<file path="src/rtl/swk_pkg.sv">
package swk_pkg;
  typedef enum logic [2:0] {
    ST_RUN    = 3'd0,
    ST_STOP   = 3'd1,
    ST_RHOLD  = 3'd2,
    ST_OSCW   = 3'd3,
    ST_CLKP   = 3'd4,
    ST_CLKB   = 3'd5,
    ST_CLKC   = 3'd6,
    ST_FINISH = 3'd7
  } swk_state_e;

  localparam int NUM_DOMAINS = 3;
endpackage

</file>
<file path="src/rtl/swk_sync.sv">
module swk_sync #(
  parameter int STAGES = 2
) (
  input  logic clk,
  input  logic arst_n,
  input  logic din,
  output logic dout
);
  logic [STAGES-1:0] chain_q;

  always_ff @(posedge clk or negedge arst_n) begin
    if (!arst_n) chain_q <= '1;
    else         chain_q <= {chain_q[STAGES-2:0], din};
  end

  assign dout = chain_q[STAGES-1];
endmodule

</file>
<file path="src/rtl/swk_timer.sv">
module swk_timer #(
  parameter int EXP0 = 10,
  parameter int EXP1 = 13,
  parameter int EXP2 = 15,
  parameter int EXP3 = 17
) (
  input  logic       clk,
  input  logic       arst_n,
  input  logic       load,
  input  logic       run,
  input  logic [1:0] sel,
  output logic       zero
);
  localparam int M01 = (EXP0 > EXP1) ? EXP0 : EXP1;
  localparam int M23 = (EXP2 > EXP3) ? EXP2 : EXP3;
  localparam int CW  = (M01 > M23) ? M01 : M23;

  localparam logic [CW-1:0] LEN0 = CW'((64'd1 << EXP0) - 64'd1);
  localparam logic [CW-1:0] LEN1 = CW'((64'd1 << EXP1) - 64'd1);
  localparam logic [CW-1:0] LEN2 = CW'((64'd1 << EXP2) - 64'd1);
  localparam logic [CW-1:0] LEN3 = CW'((64'd1 << EXP3) - 64'd1);

  logic [CW-1:0] cnt_q;
  logic [CW-1:0] len_m1;

  always_comb begin
    case (sel)
      2'd0:    len_m1 = LEN0;
      2'd1:    len_m1 = LEN1;
      2'd2:    len_m1 = LEN2;
      default: len_m1 = LEN3;
    endcase
  end

  always_ff @(posedge clk or negedge arst_n) begin
    if (!arst_n)                  cnt_q <= LEN0;
    else if (load)                cnt_q <= len_m1;
    else if (run && cnt_q != '0)  cnt_q <= cnt_q - 1'b1;
  end

  assign zero = (cnt_q == '0);
endmodule

</file>
<file path="src/rtl/swk_fsm.sv">
module swk_fsm
  import swk_pkg::*;
(
  input  logic       clk,
  input  logic       arst_n,
  input  logic       rst_pin_n,
  input  logic       stop_req,
  input  logic       irq_pending,
  input  logic       irq_level_ok,
  input  logic       tmr_zero,
  output logic       tmr_load,
  output logic       tmr_run,
  output logic [2:0] state,
  output logic       osc_en,
  output logic [NUM_DOMAINS-1:0] dom_en,
  output logic       int_rst,
  output logic       irq_take,
  output logic       irq_resume,
  output logic       vec_fetch_req
);
  swk_state_e state_q, state_d;
  logic       rstpath_q, rstpath_d;
  logic       por_q, por_d;
  logic [NUM_DOMAINS-1:0] dom_d;
  logic       osc_q, irst_q, take_q, resume_q, vec_q;

  always_comb begin
    state_d   = state_q;
    rstpath_d = rstpath_q;
    por_d     = por_q;
    tmr_load  = 1'b0;
    if (!rst_pin_n) begin
      state_d   = ST_RHOLD;
      rstpath_d = 1'b1;
      por_d     = 1'b0;
    end else begin
      case (state_q)
        ST_RUN:    if (stop_req && !irq_pending) state_d = ST_STOP;
        ST_STOP:   if (irq_pending) begin
                     state_d   = ST_OSCW;
                     rstpath_d = 1'b0;
                     por_d     = 1'b0;
                     tmr_load  = 1'b1;
                   end
        ST_RHOLD:  begin
                     state_d  = ST_OSCW;
                     tmr_load = 1'b1;
                   end
        ST_OSCW:   if (tmr_zero) state_d = ST_CLKP;
        ST_CLKP:   state_d = ST_CLKB;
        ST_CLKB:   state_d = ST_CLKC;
        ST_CLKC:   state_d = ST_FINISH;
        default:   begin
                     state_d   = ST_RUN;
                     rstpath_d = 1'b0;
                     por_d     = 1'b0;
                   end
      endcase
    end
  end

  // Per-domain enable targets; a power-on sequence keeps every domain running.
  always_comb begin
    case (state_d)
      ST_RUN, ST_FINISH, ST_CLKC: dom_d = '1;
      ST_CLKP: dom_d = {{(NUM_DOMAINS-1){1'b0}}, 1'b1};
      ST_CLKB: dom_d = {1'b0, {(NUM_DOMAINS-1){1'b1}}};
      default: dom_d = '0;
    endcase
    if (por_d && (state_d inside {ST_OSCW, ST_CLKP, ST_CLKB})) dom_d = '1;
  end

  generate
    for (genvar g = 0; g < NUM_DOMAINS; g++) begin : g_gate
      logic en_q;
      always_ff @(posedge clk or negedge arst_n) begin
        if (!arst_n) en_q <= 1'b1;
        else         en_q <= dom_d[g];
      end
      assign dom_en[g] = en_q;
    end
  endgenerate

  always_ff @(posedge clk or negedge arst_n) begin
    if (!arst_n) begin
      state_q   <= ST_OSCW;
      rstpath_q <= 1'b1;
      por_q     <= 1'b1;
      osc_q     <= 1'b1;
      irst_q    <= 1'b1;
      take_q    <= 1'b0;
      resume_q  <= 1'b0;
      vec_q     <= 1'b0;
    end else begin
      state_q   <= state_d;
      rstpath_q <= rstpath_d;
      por_q     <= por_d;
      osc_q     <= (state_d != ST_STOP);
      irst_q    <= rstpath_d && (state_d inside {ST_RHOLD, ST_OSCW, ST_CLKP, ST_CLKB, ST_CLKC});
      take_q    <= (state_d == ST_FINISH) && !rstpath_d && irq_level_ok;
      resume_q  <= (state_d == ST_FINISH) && !rstpath_d && !irq_level_ok;
      vec_q     <= (state_d == ST_FINISH) && rstpath_d;
    end
  end

  assign tmr_run       = (state_q == ST_OSCW);
  assign state         = state_q;
  assign osc_en        = osc_q;
  assign int_rst       = irst_q;
  assign irq_take      = take_q;
  assign irq_resume    = resume_q;
  assign vec_fetch_req = vec_q;
endmodule

</file>
<file path="src/rtl/stop_wake_seq.sv">
module stop_wake_seq
  import swk_pkg::*;
#(
  parameter int EXP0 = 10,
  parameter int EXP1 = 13,
  parameter int EXP2 = 15,
  parameter int EXP3 = 17,
  parameter int SYNC_STAGES = 2
) (
  input  logic       clk,
  input  logic       por_n,
  input  logic       ext_rst_n,
  input  logic       stop_req,
  input  logic       irq_pending,
  input  logic       irq_level_ok,
  input  logic [1:0] stab_sel,
  output logic       osc_en,
  output logic       pclk_en,
  output logic       bclk_en,
  output logic       cpuclk_en,
  output logic       int_rst,
  output logic       irq_take,
  output logic       irq_resume,
  output logic       vec_fetch_req,
  output logic [2:0] status
);
  logic rst_pin_s;
  logic tmr_load, tmr_run, tmr_zero;
  logic [NUM_DOMAINS-1:0] dom_en;

  swk_sync #(.STAGES(SYNC_STAGES)) u_sync (
    .clk(clk), .arst_n(por_n), .din(ext_rst_n), .dout(rst_pin_s)
  );

  swk_timer #(.EXP0(EXP0), .EXP1(EXP1), .EXP2(EXP2), .EXP3(EXP3)) u_timer (
    .clk(clk), .arst_n(por_n), .load(tmr_load), .run(tmr_run),
    .sel(stab_sel), .zero(tmr_zero)
  );

  swk_fsm u_fsm (
    .clk(clk), .arst_n(por_n), .rst_pin_n(rst_pin_s),
    .stop_req(stop_req), .irq_pending(irq_pending), .irq_level_ok(irq_level_ok),
    .tmr_zero(tmr_zero), .tmr_load(tmr_load), .tmr_run(tmr_run),
    .state(status), .osc_en(osc_en), .dom_en(dom_en), .int_rst(int_rst),
    .irq_take(irq_take), .irq_resume(irq_resume), .vec_fetch_req(vec_fetch_req)
  );

  assign pclk_en   = dom_en[0];
  assign bclk_en   = dom_en[1];
  assign cpuclk_en = dom_en[2];
endmodule

</file>
<file path="config.mk">
export PLATFORM = sky130hd
export DESIGN_NAME = stop_wake_seq
export DESIGN_NICKNAME = d
export VERILOG_FILES = /design/src/rtl/swk_pkg.sv /design/src/rtl/swk_sync.sv /design/src/rtl/swk_timer.sv /design/src/rtl/swk_fsm.sv /design/src/rtl/stop_wake_seq.sv
export SDC_FILE = /design/constraint.sdc
export NUM_CORES = 1
export LEC_CHECK = 0
export ABC_CLOCK_PERIOD_IN_PS = 2650
export BUFFER_PORTS_ARGS = -buffer_cell sky130_fd_sc_hd__clkbuf_2
export CORE_ASPECT_RATIO = 1.75
export CORE_UTILIZATION = 45
export CTS_CLUSTER_DIAMETER = 30
export DETAILED_ROUTE_END_ITERATION = 8
export SYNTH_ARGS = -nofsm -noshare
export SYNTH_HDL_FRONTEND = slang
export SYNTH_SLANG_ARGS = --single-unit
</file>
<file path="constraint.sdc">
create_clock -name clk -period 2.65 [get_ports clk]
set_input_delay 0.1325 -clock clk [delete_from_list [all_inputs] [get_ports clk]]
set_output_delay 0.1325 -clock clk [all_outputs]
set_load 0.02 [all_outputs]
</file>
# Yosys cells after proc, flatten, opt, wreduce, memory -nomap -nowiden
# Index checks and enable logic that the tools add are counted.
# W data, S select, Z words.
[op_classes]
add_sub_neg = 1
n_eq_ne = 15
mux = 19
n_reduce_logical = 21
[ops]
columns = ["op", "count"]
rows = [
  ["$pmux W17 S3", 1],
  ["$mux W17", 2],
  ["$eq A3 B3 Y1 const B", 7],
  ["$pmux W3 S7", 1],
  ["$logic_not A17 Y1", 1],
  ["$reduce_bool A17 Y1", 1],
  ["$sub A17 B1 Y17 const B", 1],
  ["$mux W3", 5],
  ["$eq A3 B2 Y1 const B", 4],
  ["$pmux W3 S3", 1],
  ["$logic_and A1 B1 Y1", 8],
  ["$logic_not A3 Y1", 2],
  ["$mux W1", 6],
  ["$pmux W1 S2", 3],
  ["$reduce_or A6 Y1", 1],
  ["$reduce_bool A5 Y1", 1],
  ["$eq A3 B1 Y1 const B", 1],
  ["$logic_not A1 Y1", 3],
  ["$ne A3 B1 Y1 const B", 1],
  ["$reduce_bool A3 Y1", 1],
  ["$reduce_or A3 Y1", 1],
  ["$eq A2 B1 Y1 const B", 1],
  ["$eq A2 B2 Y1 const B", 1],
  ["$logic_not A2 Y1", 1],
  ["$reduce_bool A2 Y1", 1],
]
[word_totals]
ff_bits = 32
input_bits = 8

# Longest topological paths before layout
[logic_depth]
word_depth = 9
mapped_depth = 11
ltp_nobuf = 9

# By module
# A second synthesis with hierarchy kept.
[unflattened]
hier_cells = 171
hier_area_um2 = 1721.7
[by_module_without_submodules]
columns = ["module", "n_inst", "cells_per_inst", "area_per_inst_um2"]
rows = [
  ["swk_timer", 1, 105, 1028.5],
  ["swk_fsm", 1, 64, 640.6],
  ["swk_sync", 1, 2, 52.6],
]

# Worst setup path before layout
# No wires, ideal clock.
[synth_path]
path_type = "register to register"
from = "register u_timer.cnt_q[0]"
to = "register u_fsm.g_gate[1].en_q"
setup_time_ps = 96
arrival_time_ps = 2024
slack_ps = 531
stages_incl_launch_ff = 12
synth_period_minus_slack_ps = 2119
path_cell_list = "dfstp_2 -> inv_1 -> ha_1 -> nor4b_1 -> and4_1 -> buf_2 -> buf_4 -> nand2_1 -> a21oi_1 -> ha_1 -> nand2_1 -> o32ai_1"
[synth_between]
elab_chain_cells = 8
word_cells_on_any_way = 15
[synth_rtl]
columns = ["item", "line_no", "text"]
rows = [
  ["start, declared", "swk_timer.sv:23", "logic [CW-1:0] cnt_q;"],
  ["start signal, assigned", "swk_timer.sv:37", "else if (load) cnt_q <= len_m1;"],
  ["start signal, assigned", "swk_timer.sv:38", "else if (run && cnt_q != '0) cnt_q <= cnt_q - 1'b1;"],
  ["$logic_not A17 Y1 *", "swk_timer.sv:41", "assign zero = (cnt_q == '0);"],
  ["$mux W3 *", "swk_fsm.sv:49", "ST_OSCW: if (tmr_zero) state_d = ST_CLKP;"],
  ["$pmux W3 S7 *", "swk_fsm.sv:37", "case (state_q)"],
  ["$mux W3 *", "swk_fsm.sv:32", "if (!rst_pin_n) begin"],
  ["net u_fsm.state_d[2]", "swk_fsm.sv:21", "swk_state_e state_q, state_d;"],
  ["$eq A3 B3 Y1 (tied with other cells)", "swk_fsm.sv:64", "case (state_d)"],
  ["$reduce_or A3 Y1 or $reduce_bool A3 Y1 (tied branches)", "swk_fsm.sv:64, swk_fsm.sv:70", ""],
  ["$pmux W3 S3 or $logic_and A1 B1 Y1 (tied branches)", "swk_fsm.sv:64, swk_fsm.sv:70", ""],
  ["$mux W3 *", "swk_fsm.sv:70", "if (por_d && (state_d inside {ST_OSCW, ST_CLKP, ST_CLKB})) dom_d = '1;"],
  ["net u_fsm.dom_d[1]", "swk_fsm.sv:24", "logic [NUM_DOMAINS-1:0] dom_d;"],
  ["end signal, assigned", "swk_fsm.sv:78", "else en_q <= dom_d[g];"],
  ["end, declared", "swk_fsm.sv:75", "logic en_q;"],
]
# The timed path passes the listed nets; every way through them passes the cells marked *.
# A chain may end at the register's enable or synchronous reset.

# Final worst setup path
[layout_path]
from = "register u_timer.cnt_q[0]"
to = "register u_fsm.g_gate[1].en_q"
[layout_between]
elab_chain_cells = 8
word_cells_on_any_way = 15
[layout_rtl]
columns = ["item", "line_no"]
rows = [
  ["$logic_not A17 Y1 *", "swk_timer.sv:41"],
  ["$mux W3 *", "swk_fsm.sv:49"],
  ["$pmux W3 S7 *", "swk_fsm.sv:37"],
  ["$mux W3 *", "swk_fsm.sv:32"],
  ["$eq A3 B3 Y1 (tied with other cells)", "swk_fsm.sv:64"],
  ["$reduce_or A3 Y1 or $reduce_bool A3 Y1 (tied branches)", "swk_fsm.sv:64, swk_fsm.sv:70"],
  ["$pmux W3 S3 or $logic_and A1 B1 Y1 (tied branches)", "swk_fsm.sv:64, swk_fsm.sv:70"],
  ["$mux W3 *", "swk_fsm.sv:70"],
  ["net u_fsm.dom_d[1]", "swk_fsm.sv:24"],
]
# Marked as above.

==> Flow_metrics.wiki <==
{| class="wikitable"
! Metric !! Value
|-
| Dpl cells || 242
|-
| Wire length per cell after detailed routing || 16.7 µm
|-
| Ratio of routed vias to standard cells || 6.10
|-
| Sinks on Clock Net || 32
|-
| Highest ir drop seen on vdd || 0.428 mV
|-
| Total number of nets in the final design || 215
|-
| Sum of negative setup slack || 0 ns
|-
| Worst Hold Launch || stab_sel[1]
|-
| CTS clock-pin slew for the worst setup and hold paths || 0.07 ns
|-
| Detailed Routing Iterations Pass 1 || 4
|-
| CTS Root Buffer Type || clkbuf_8
|-
| Die Span X || 50.3 µm
|-
| Hold Path Depth || 3
|-
| Arrival time worst endpoint || 2.43 ns
|-
| Post-synthesis cell count || 186
|-
| Max clock buf depth || 2
|-
| Total count of max-transition violations in the final report || 0
|-
| Largest driver fanout on the critical path || 6
|-
| List of cells traversed by the critical path || inv_1 > ha_1 > nor4b_1 > nand4_1 > a21oi_1 > o21a_1 > ha_1 > nand2_1 > o32ai_1
|-
| DRT Wirelength || 4.23 mm
|-
| Register bit count reported by yosys || 32
|-
| Port buffer count || 18
|-
| Combined area of all synthesized cells || 1840 µm²
|-
| Launch point of the worst reg-to-reg path || u_timer.cnt_q[0]$_DFFE_PN1P_
|-
| HP Class || input port to flop
|-
| Post-CTS Resized || 0
|-
| Outcome || finished clean
|-
| Total of fill cells in the finished design || 358
|-
| Commonest cells after routing, fill and taps aside || dfstp_2, clkbuf_2, nand2_1, dfrtp_1
|-
| Portion of synthesized cell area occupied by the leading cell type || 0.300
|-
| Total number of yosys warnings || 0
|-
| Maximum number of pins on one net before global-route repair || 33
|-
| Final Wtd Congestion || 0.882
|-
| Post-CTS setup repair buffer count || 0
|-
| Count of maximum capacitance violations || 0
|-
| Htree depth || 2
|-
| Post-Synthesis Net Count || 197
|-
| Wire length of the first global-routing pass || 7.25 mm
|-
| Number of hold violations in the final report || 0
|-
| Area growth syn-to-layout || 14.4%
|-
| Most common flop cell mapped by yosys || dfstp_2
|-
| Number of cells on the worst reg-to-reg path || 9
|-
| Total global routing overflow || 0
|-
| Height of the die || 86.5 µm
|-
| Ratio of total power to cell area || 544 nW/µm²
|-
| CP Launch Type || flop
|-
| Peak Freq || 0.446 GHz
|-
| Global-route usage over all layers || 0.220
|-
| Number of I/O pins || 19
|-
| Post-synthesis cell type with the largest combined area || dfstp_2
|-
| Starting utilization of the core area || 0.471
|-
| Largest cells by area after synthesis || dfstp_2, dfrtp_1, or4_1
|-
| Number of enable flip-flop cells after synthesis || 0
|-
| Kind of critical path || flop to flop
|-
| Synthesized area divided by synthesized cell count || 9.88 µm²
|-
| Worst slew margin relative to its limit || 0.450
|-
| Slowest-stage cell, CP || dfstp_2
|-
| Total chip power || 1.14 mW
|-
| Clock insertion delay at the later pin of the skew report || 0.29 ns
|-
| Worst clock skew on the final layout || 0.00558 ns
|-
| Clock period minus final worst setup slack || 2.24 ns
|-
| TritonCTS buffer count || 5
|-
| Final worst path period share || 0.846
|-
| Number of antenna violations at the first check in global routing || 0
|-
| Rows || 30
|-
| Crit path capture type || flop
|-
| Setup repair after global routing missed its margin || no
|-
| Leading cell type in the layout, fill and taps excluded || dfstp_2
|-
| Number of distinct library cells after synthesis || 54
|-
| Standby leakage power || 0.820 nW
|-
| Asr flop ratio synth || 1.00
|-
| Terminating pin of the worst hold path || u_timer.cnt_q[13]$_DFFE_PN0P_
|-
| DRC violation total after the first TritonRoute iteration || 43
|-
| Layout cells sized above 1 || 0.278
|-
| End-of-flow core utilization || 0.538
|-
| Total number of vias || 1543
|-
| Sequential area share after synthesis || 0.450
|-
| Worst Path Required || 2.84 ns
|-
| Antenna Diode Count || 0
|-
| Final cell count without fillers || 253
|-
| Post-route antenna net violation count || 0
|-
| Number of failing setup endpoints in the final timing report || 0
|-
| Vias in the first global route || 1583
|-
| Slowest cell delay on critical path || 0.40 ns
|-
| CP dominant cell by count || ha_1
|-
| Worst flop-to-flop path endpoint || u_fsm.g_gate[1].en_q$_DFF_PN1_
|-
| CORE AREA || 3900 µm²
|-
| Area of the die || 4350 µm²
|-
| Detailed placer's ending HPWL || 2.98 mm
|-
| Worst-margin pin slew || 0.825 ns
|-
| Reg-to-reg slack, setup || 0.41 ns
|-
| Post-route DRC violation count || 0
|-
| TritonCTS clock tree || built
|}
## worst max-delay path: cells and delay by family, from the launching register on
family	cells	cell delay, ns
AOI/OAI and AO/OA	3	0.62
buffers and inverters	1	0.10
and+or+nand+nor	3	0.66
DFF	1	0.40
adders and majority gates	2	0.35
## kinds of logic (layout without fill, tap and decap cells)
kind of cell,Yosys count,after routing,share of synthesized area
AO/OA/AOI/OAI,47,47,0.182
adder cells (fa/ha/maj),3,3,0.0204
buffers and inverters,17,36,0.0388
flip-flops,32,32,0.450
multiplexers,2,2,0.0109
AND/OR/NAND/NOR,85,85,0.297
## timing repair
item | in CTS | in global routing
endpoints found under the hold margin | 13 | 0
endpoints found under the setup margin | 0 | 0
hold buffers | 3 | 0
## cell type report
| type | count | area (µm²) | share of cell area |
|---|---|---|---|
| Clock buffer | 8 | 121 | 0.0577 |
| Multi-Input combinational cell | 137 | 940 | 0.447 |
| Sequential cell | 32 | 827 | 0.393 |
| Tap cell | 48 | 60.1 | 0.0286 |
| Inverter | 5 | 18.8 | 0.00893 |
| Timing Repair Buffer | 23 | 135 | 0.0643 |
## synthesized netlist by cell type (2+ instances only)
cell,count
a211oi_1,2
a21oi_1,7
a311oi_1,4
a31oi_1,4
and2_1,4
and3_1,3
and4_1,3
and4b_1,2
buf_2,3
clkbuf_1,8
dfrtp_1,11
dfstp_2,21
ha_1,3
inv_1,5
mux2i_1,2
nand2_1,11
nand2b_1,2
nand3_1,9
nand3b_1,3
nand4b_1,2
nor2_1,10
nor3_1,7
nor3b_1,3
nor4_1,5
nor4_4,2
o21a_1,2
o21ai_0,10
o31ai_1,5
or3_1,2
or4_1,7
## worst max-delay path by stage
stage / start / to / slack, ns / cells after the start
floorplan: u_timer.cnt_q[0]$_DFFE_PN1P_ / u_fsm.g_gate[1].en_q$_DFF_PN1_ / 0.53 / 11
global placement: u_timer.cnt_q[0]$_DFFE_PN1P_ / u_fsm.g_gate[1].en_q$_DFF_PN1_ / 0.51 / 9
detailed placement: u_timer.cnt_q[0]$_DFFE_PN1P_ / u_fsm.g_gate[1].en_q$_DFF_PN1_ / 0.45 / 9
CTS: u_timer.cnt_q[0]$_DFFE_PN1P_ / u_fsm.g_gate[1].en_q$_DFF_PN1_ / 0.44 / 9
global route: u_timer.cnt_q[0]$_DFFE_PN1P_ / u_fsm.g_gate[1].en_q$_DFF_PN1_ / 0.20 / 9
finish: u_timer.cnt_q[0]$_DFFE_PN1P_ / u_fsm.g_gate[1].en_q$_DFF_PN1_ / 0.41 / 9
## state kept, by name, indices dropped and copies added, names as in the netlist
name                 cells
u_fsm.irq_take           1
u_fsm.vec_fetch_req      1
u_fsm.rstpath_q          1
u_fsm.por_q              1
u_fsm.int_rst            1
u_fsm.state              3
u_fsm.irq_resume         1
u_fsm.osc_en             1
u_timer.cnt_q           17
u_fsm.g_gate.en_q        3
u_sync.chain_q           2
## metrics by stage
stage / setup slack, ns / hold slack [ns] / area [µm²]
2_1_floorplan: 0.531 / -0.163 / 1840
3_3_place_gp: 0.507 / 0.222 / 1950
3_5_place_dp: 0.449 / 0.222 / 1950
4_1_cts: 0.440 / 0.159 / 2100
5_1_grt: 0.203 / 0.189 / 2100
6_report: 0.408 / 0.166 / 2100
## power by group
group / internal, mW / switching [mW]
Sequential: 0.525 / 0.0427
Clock: 0.294 / 0.184
Combinational: 0.0421 / 0.0574
Total: 0.860 / 0.284
## routing by layer
| layer | GRT usage | routed length (µm) | vias up |
|---|---|---|---|
| met2 | 0.400 | 2290 | 32 |
| met4 | 0.0758 | 60 | 0 |
| met5 | 0 | 0 | - |
| met1 | 0.247 | 1760 | 753 |
| li1 | - | - | 752 |
| met3 | 0.0474 | 115 | 6 |
No activity file was read; power rests on OpenSTA's default activity.
